**src/rtl/xbus_pkg.sv**
```systemverilog
package xbus_pkg;

    typedef enum logic [1:0] {
        ST_IDLE,
        ST_ALAT,
        ST_PAGE,
        ST_XFER
    } xb_state_e;

    typedef enum logic [1:0] {
        BM_STD,
        BM_SPLIT_A,
        BM_SPLIT_B
    } xb_mode_e;

    typedef struct packed {
        logic       en;
        logic [1:0] sel;
    } xb_cfg_t;

endpackage

```
**src/rtl/xbus_cfg_reg.sv**
```systemverilog
module xbus_cfg_reg
    import xbus_pkg::*;
(
    input  logic       clk,
    input  logic       rst_n,
    input  logic       we,
    input  logic       ta,
    input  logic [2:0] wval,
    output xb_cfg_t    cfg,
    output logic [7:0] rval,
    output logic       upd
);

    assign upd = we && ta;

    always_ff @(posedge clk) begin
        if (!rst_n) begin
            cfg <= '0;
        end else if (upd) begin
            cfg <= wval;
        end
    end

    assign rval = {cfg.en, cfg.sel, 5'b11111};

    // unqualified write leaves the register untouched
    p_ta_gate_r2: assert property (@(posedge clk) disable iff (!rst_n)
        (we && !ta) |=> $stable(cfg));

endmodule

```
**src/rtl/xbus_page_tag.sv**
```systemverilog
module xbus_page_tag #(
    parameter int MSBW = 8
) (
    input  logic            clk,
    input  logic            rst_n,
    input  logic            flush,
    input  logic            load,
    input  logic [MSBW-1:0] msb_in,
    output logic            hit
);

    logic            valid_q;
    logic [MSBW-1:0] tag_q;

    always_ff @(posedge clk) begin
        if (!rst_n) begin
            valid_q <= 1'b0;
            tag_q   <= '0;
        end else if (flush) begin
            valid_q <= 1'b0;
        end else if (load) begin
            valid_q <= 1'b1;
            tag_q   <= msb_in;
        end
    end

    assign hit = valid_q && (tag_q == msb_in);

    // accepted configuration write forgets the page
    p_flush_r8: assert property (@(posedge clk) disable iff (!rst_n)
        flush |=> !valid_q);

    // a paged access stores its upper byte
    p_load_r7: assert property (@(posedge clk) disable iff (!rst_n)
        (load && !flush) |=> (valid_q && tag_q == $past(msb_in)));

endmodule

```
**src/rtl/xbus_seq.sv**
```systemverilog
module xbus_seq
    import xbus_pkg::*;
#(
    parameter int AW          = 16,
    parameter int DW          = 8,
    parameter int MC_CLKS     = 1,
    parameter int STD_DATA_MC = 2
) (
    input  logic          clk,
    input  logic          rst_n,
    input  xb_cfg_t       cfg,
    input  logic          hit,
    input  logic          req,
    input  logic          req_we,
    input  logic [AW-1:0] req_addr,
    input  logic [DW-1:0] req_wdata,
    input  logic [DW-1:0] pa_i,
    input  logic [DW-1:0] pb_i,
    output logic          accept,
    output logic [DW-1:0] pa_o,
    output logic          pa_oe,
    output logic [DW-1:0] pb_o,
    output logic          pb_oe,
    output logic          adr_stb,
    output logic          rd_stb,
    output logic          wr_stb,
    output logic          done,
    output logic [DW-1:0] rdata
);

    localparam int STD_LEN = STD_DATA_MC * MC_CLKS;
    localparam int PG_MAX  = 4 * MC_CLKS;
    localparam int LMAX    = (PG_MAX > STD_LEN) ? PG_MAX : STD_LEN;
    localparam int CW      = $clog2(LMAX + 1);

    function automatic logic [CW-1:0] hit_len(input logic [1:0] s);
        case (s)
            2'b00:   return CW'(MC_CLKS);
            2'b01:   return CW'(2 * MC_CLKS);
            2'b10:   return CW'(4 * MC_CLKS);
            default: return CW'(2 * MC_CLKS);
        endcase
    endfunction

    xb_state_e     state;
    xb_mode_e      mode_q;
    logic [CW-1:0] cnt;
    logic [CW-1:0] len_q;
    logic          we_q;
    logic [AW-1:0] addr_q;
    logic [DW-1:0] wdata_q;
    logic [CW-1:0] last;
    logic          first;

    assign accept = (state == ST_IDLE) && req;
    assign last   = (state == ST_ALAT) ? CW'(MC_CLKS - 1) : len_q - CW'(1);
    assign first  = (cnt == '0);

    // state register
    always_ff @(posedge clk) begin
        if (!rst_n) begin
            state   <= ST_IDLE;
            mode_q  <= BM_STD;
            cnt     <= '0;
            len_q   <= '0;
            we_q    <= 1'b0;
            addr_q  <= '0;
            wdata_q <= '0;
            done    <= 1'b0;
            rdata   <= '0;
        end else begin
            done <= 1'b0;
            unique case (state)
                ST_IDLE: begin
                    if (req) begin
                        we_q    <= req_we;
                        addr_q  <= req_addr;
                        wdata_q <= req_wdata;
                        cnt     <= '0;
                        if (!cfg.en) begin
                            mode_q <= BM_STD;
                            len_q  <= CW'(STD_LEN);
                            state  <= ST_ALAT;
                        end else begin
                            mode_q <= (cfg.sel == 2'b11) ? BM_SPLIT_B : BM_SPLIT_A;
                            len_q  <= hit_len(cfg.sel);
                            state  <= hit ? ST_XFER : ST_PAGE;
                        end
                    end
                end
                ST_ALAT, ST_PAGE: begin
                    if (cnt == last) begin
                        cnt   <= '0;
                        state <= ST_XFER;
                    end else begin
                        cnt <= cnt + CW'(1);
                    end
                end
                ST_XFER: begin
                    if (cnt == last) begin
                        cnt   <= '0;
                        state <= ST_IDLE;
                        done  <= 1'b1;
                        rdata <= (mode_q == BM_SPLIT_B) ? pb_i : pa_i;
                    end else begin
                        cnt <= cnt + CW'(1);
                    end
                end
            endcase
        end
    end

    // outputs
    always_comb begin
        pa_o    = '0;
        pa_oe   = 1'b0;
        pb_o    = '0;
        pb_oe   = 1'b0;
        adr_stb = 1'b0;
        rd_stb  = 1'b0;
        wr_stb  = 1'b0;
        unique case (state)
            ST_IDLE: ;
            ST_ALAT: begin
                pa_o    = addr_q[DW-1:0];
                pa_oe   = 1'b1;
                pb_o    = addr_q[AW-1:DW];
                pb_oe   = 1'b1;
                adr_stb = 1'b1;
            end
            ST_PAGE: begin
                pb_o    = addr_q[AW-1:DW];
                pb_oe   = 1'b1;
                adr_stb = first;
                if (mode_q == BM_SPLIT_B) begin
                    pa_o  = addr_q[DW-1:0];
                    pa_oe = 1'b1;
                end
            end
            ST_XFER: begin
                rd_stb = !we_q;
                wr_stb = we_q;
                case (mode_q)
                    BM_SPLIT_A: begin
                        pb_o    = addr_q[DW-1:0];
                        pb_oe   = 1'b1;
                        adr_stb = first;
                        pa_o    = wdata_q;
                        pa_oe   = we_q;
                    end
                    BM_SPLIT_B: begin
                        pa_o  = addr_q[DW-1:0];
                        pa_oe = 1'b1;
                        pb_o  = wdata_q;
                        pb_oe = we_q;
                    end
                    default: begin
                        pb_o  = addr_q[AW-1:DW];
                        pb_oe = 1'b1;
                        pa_o  = wdata_q;
                        pa_oe = we_q;
                    end
                endcase
            end
        endcase
    end

    // idle bus is released and quiet
    p_idle_quiet_r1: assert property (@(posedge clk) disable iff (!rst_n)
        (state == ST_IDLE) |-> (!pa_oe && !pb_oe && !rd_stb && !wr_stb));

    // data port never driven while a read is sampling it
    p_rd_release_r9: assert property (@(posedge clk) disable iff (!rst_n)
        rd_stb |-> ((mode_q == BM_SPLIT_B) ? !pb_oe : !pa_oe));

    // write data is driven on the data port
    p_wr_drive_r10: assert property (@(posedge clk) disable iff (!rst_n)
        wr_stb |-> ((mode_q == BM_SPLIT_B) ? (pb_oe && pb_o == wdata_q)
                                           : (pa_oe && pa_o == wdata_q)));

    // an access never overstays its length
    p_cnt_bound_r4: assert property (@(posedge clk) disable iff (!rst_n)
        (state != ST_IDLE) |-> (cnt <= last));

endmodule

```
**src/rtl/xbus_pager.sv**
```systemverilog
module xbus_pager
    import xbus_pkg::*;
#(
    parameter int AW          = 16,
    parameter int DW          = 8,
    parameter int MC_CLKS     = 1,
    parameter int STD_DATA_MC = 2
) (
    input  logic          clk,
    input  logic          rst_n,
    input  logic          cfg_we,
    input  logic          cfg_ta,
    input  logic [7:0]    cfg_wdata,
    output logic [7:0]    cfg_rdata,
    input  logic          req,
    input  logic          req_we,
    input  logic [AW-1:0] req_addr,
    input  logic [DW-1:0] req_wdata,
    input  logic [DW-1:0] pa_i,
    input  logic [DW-1:0] pb_i,
    output logic [DW-1:0] pa_o,
    output logic          pa_oe,
    output logic [DW-1:0] pb_o,
    output logic          pb_oe,
    output logic          adr_stb,
    output logic          rd_stb,
    output logic          wr_stb,
    output logic          done,
    output logic [DW-1:0] rdata
);

    localparam int MSBW = AW - DW;

    xb_cfg_t cfg;
    logic    cfg_upd;
    logic    page_hit;
    logic    accept;
    logic    unused_cfg_bits;

    assign unused_cfg_bits = ^cfg_wdata[4:0];

    xbus_cfg_reg u_cfg (
        .clk   (clk),
        .rst_n (rst_n),
        .we    (cfg_we),
        .ta    (cfg_ta),
        .wval  (cfg_wdata[7:5]),
        .cfg   (cfg),
        .rval  (cfg_rdata),
        .upd   (cfg_upd)
    );

    xbus_page_tag #(.MSBW(MSBW)) u_tag (
        .clk    (clk),
        .rst_n  (rst_n),
        .flush  (cfg_upd),
        .load   (accept && cfg.en),
        .msb_in (req_addr[AW-1:DW]),
        .hit    (page_hit)
    );

    xbus_seq #(
        .AW          (AW),
        .DW          (DW),
        .MC_CLKS     (MC_CLKS),
        .STD_DATA_MC (STD_DATA_MC)
    ) u_seq (
        .clk       (clk),
        .rst_n     (rst_n),
        .cfg       (cfg),
        .hit       (page_hit),
        .req       (req),
        .req_we    (req_we),
        .req_addr  (req_addr),
        .req_wdata (req_wdata),
        .pa_i      (pa_i),
        .pb_i      (pb_i),
        .accept    (accept),
        .pa_o      (pa_o),
        .pa_oe     (pa_oe),
        .pb_o      (pb_o),
        .pb_oe     (pb_oe),
        .adr_stb   (adr_stb),
        .rd_stb    (rd_stb),
        .wr_stb    (wr_stb),
        .done      (done),
        .rdata     (rdata)
    );

endmodule

```
**config.mk**
```make
export PLATFORM = sky130hd
export DESIGN_NAME = xbus_pager
export DESIGN_NICKNAME = d
export VERILOG_FILES = /design/src/rtl/xbus_pkg.sv /design/src/rtl/xbus_cfg_reg.sv /design/src/rtl/xbus_page_tag.sv /design/src/rtl/xbus_seq.sv /design/src/rtl/xbus_pager.sv
export SDC_FILE = /design/constraint.sdc
export NUM_CORES = 1
export LEC_CHECK = 0
export BUFFER_PORTS_ARGS = -buffer_cell sky130_fd_sc_hd__buf_2
export CAP_MARGIN = 0
export CELL_PAD_IN_SITES_DETAIL_PLACEMENT = 1
export CELL_PAD_IN_SITES_GLOBAL_PLACEMENT = 2
export CORE_ASPECT_RATIO = 0.5
export CORE_MARGIN = 4
export CORE_UTILIZATION = 29
export DETAILED_ROUTE_END_ITERATION = 10
export PLACE_DENSITY = 0.88
export RECOVER_POWER = 25
export SYNTH_ARGS = -nofsm -noshare
export SYNTH_HDL_FRONTEND = slang
export SYNTH_SLANG_ARGS = --single-unit
```
**constraint.sdc**
```tcl
create_clock -name clk -period 2.6 [get_ports clk]
set_clock_uncertainty 0.2 [all_clocks]
set_input_delay 0.26 -clock clk [delete_from_list [all_inputs] [get_ports clk]]
set_output_delay 0.26 -clock clk [all_outputs]
set_load 0.01 [all_outputs]
```
==> flow_summary_export.csv <==
group,metric,value,unit
synthesis,synth-xor-area-share,3.17,%
finish,fillers,1289,
synthesis,synth_warnings,0,
route,vias,2741,
synthesis,muxShareOfSynthArea,5.93,%
timing,setup_tns,0,ps
route,viasPerCell,4.73,
hold_path,hold_path_depth,3,
setup_path,rr_worst_depth,7,
synthesis,synth_cell_types,44,
placement,dpl.hpwl,6140,um
finish,nets,503,
grt,grt_pass1_wl,13400,um
clock_network,cts_buffer_depth,2,
die,core,10200,um2
finish,diodes,0,
finish,layout-drive-gt1-share,20.7,%
setup_path,crit_type,"reg2out",
clock_network,clock_latency,300,ps
die,die_x,153,um
timing,finalCriticalPeriod,2430,ps
clock_network,clockRootBuffer,"clkbuf_16",
clock_network,htree_num_levels,2,
synthesis,syn_area,3040,um2
timing,slew_headroom,60.7,%
synthesis,syn_avg_cell_area,8.26,um2
route,drcViolationCount,0,
placement,buffer_ports.inserted,81,
setup_path,worstPathRequired,2140,ps
finish,syn2layout_area_growth,21.4,%
die,ios,92,
grt,grt_pass1_vias,2717,
hold_path,min_from,"req_wdata[0]",
route,wire_per_inst,14.3,um
clock_network,cts_tree,"yes",
grt,antenna_found_initial,0,
die,placementRows,26,
timing,rsz0062_at_grt,"no",
timing,finalSetupViolCount,0,
synthesis,synthFlopType,"dfxtp_1",
pwr,cellPowerDensity,680,nW/um2
route,drt_first_pass_iters,4,
pwr,vdd_ir_drop_max,0.305,mV
setup_path,end_kind,"output pin",
setup_path,crit_fanout,16,
clock_network,cts_buffers,5,
clock_network,post-cts-setup-buffers,0,
synthesis,postSynthCellCount,368,
finish,multi_input_comb_area,1760,um2
hold_path,min_to,"u_seq.wdata_q[0]",
placement,place.gp.congestion,0.740,
route,finalWirelength,8270,um
clock_network,clk_pin_slew,80,ps
die,dieArea,12300,um2
synthesis,synth_edf_count,0,
synthesis,synth_top_family_by_area,"compound AO/OA/AOI/OAI gates",
grt,grt_max_degree,35,
route,dr.first_iter.drc_count,136,
synthesis,synth_compound_area_share,22.8,%
setup_path,startpoint_type,"flop",
setup_path,r2r_start,"u_seq.state[1]",
placement,pre_cts_ws,273,ps
clock_network,cts.sinks,56,
timing,finalCritPeriodShare,93.3,%
grt,overflow,0,
setup_path,reg2reg_to,"u_seq.rdata[4]",
timing,worst_pin_slew,590,ps
setup_path,arrival,1970,ps
synthesis,synth_top_area_share,36.9,%
synthesis,synth_simple_gate_area_share,21.0,%
job,drv_cap,0,
timing,max_freq,412,MHz
status,status,"finished, final reports clean",
timing,setup_slack,174,ps
synthesis,synthAdderAreaFrac,4.12,%
synthesis,ys_ff_latch,56,
synthesis,ys_async_sr_fraction,0,%
finish,final_common_cell,"nand2_1",
timing,slew_viol_final,0,
setup_path,reg2reg_slack,280,ps
finish,seqCellArea,1120,um2
finish,mostFrequentLayoutCells,"nand2_1 (91), buf_2 (69), dfxtp_1 (56)",
grt,grt_usage,13.4,%
synthesis,synth_area_leaders,"dfxtp_1 (37%), nand2_1 (11%), a21boi_0 (7.7%), mux2i_1 (5.9%), ha_1 (4.1%)",
die,die_height,80.4,um
synthesis,yosysTopAreaCell,"dfxtp_1",
route,ant_nets,0,
hold_path,hold_class,"in2reg",
pwr,p_leak,1.63,nW
synthesis,yosysSeqAreaShare,36.9,%
timing,hold_violations,0,
die,start_util,29.8,%
[registers in the layout, summed over array words and instances, names as in the netlist]
name	cells
u_seq.addr_q	16
u_seq.rdata	8
u_seq.wdata_q	8
u_tag.tag_q	8
u_cfg.cfg	3
u_seq.cnt	3
u_seq.len_q	3
u_seq.mode_q	2
u_seq.state	2
u_seq.done	1
u_seq.we_q	1
u_tag.valid_q	1
[final cells by class]
type | count | share of cell area (%)
timing repair buffer | 89 | 12.2
tap | 140 | 4.75
clock buffer | 6 | 3.49
clock inverter | 2 | 0.441
multi-input combinational | 277 | 47.6
inverter | 10 | 1.12
sequential | 56 | 30.4
[repair_timing]
action | in CTS | in global routing
endpoints found under the setup margin | 0 | 16
hold buffers | 1 | 0
resized for setup | 0 | 3
endpoints found under the hold margin | 1 | 0
[worst max path at each step]
stage | from | endpoint | slack, ps | cells past startpoint
finish | u_seq.mode_q[0] | pb_o[3] | 170 | 8
global route | u_seq.state[1] | pb_o[3] | 30 | 7
CTS | u_seq.mode_q[0] | pb_o[3] | 10 | 8
detailed placement | u_seq.state[1] | u_seq.rdata[4] | 270 | 7
global placement | u_seq.mode_q[0] | pb_o[3] | 360 | 8
floorplan | u_seq.state[1] | u_seq.rdata[6] | 500 | 8
[cell families after synthesis]
kind of cell | Yosys count
fa+ha+maj | 10
compound gates | 86
simple gates | 147
xor+xnor | 11
buf+inv | 39
other cells | 1
flops | 56
mux | 18
[layer usage]
metal | share of wire, % | global-route usage, % | wire [um] | up-vias
met5 | 0 | 0 | 0 | -
met4 | 0.99 | 3.20 | 82 | 0
met3 | 2.8 | 2.69 | 234 | 7
met2 | 48 | 24.3 | 4000 | 31
met1 | 48 | 16.5 | 3960 | 1308
li1 | - | - | - | 1395
[critical path: stages, from the launching register on]
cell and delay, ps:
dfxtp_1 360, inv_1 60, ha_2 390, a221o_1 290
nand2_1 100, nand2_1 60, a2bb2oi_1 150, nor2_1 80
buf_2 170
[synth_stat cells, drive strengths merged (2+ instances only)]
master and number:
a21boi 31, a21oi 5, a221o 8, a22oi 10, a2bb2oi 8, and2 4, buf 12, clkbuf 17
dfxtp 56, ha 10, inv 9, mux2i 18, nand2 91, nand3 5, nand4 2, nor2 23
nor2b 13, nor3 2, o211a 9, o21ai 6, o22ai 2, xnor2 11
[through the flow]
stage / util [%] / instance area [um2] / std cells / power [W] / hold slack [ps]
floorplan: - / 3050 / 372 / 0.00159 / 205
global placement: 34.7 / 3540 / 571 / 0.00182 / 259
detailed placement: 34.7 / 3540 / 571 / 0.00185 / 263
CTS: 36.2 / 3700 / 580 / 0.00254 / 2.70
global route: 36.1 / 3690 / 580 / 0.00269 / 7.71
finish: 36.1 / 3690 / 580 / 0.00251 / 4.00
[where the power goes]
group,switching [W],internal (W),total (W)
Clock,0.000328,0.000360,0.000688
Combinational,0.000495,0.000303,0.000798
Sequential,0.0000793,0.000945,0.00102
Total,0.000902,0.00161,0.00251
Note: power is estimated with default switching activity, not from simulation.
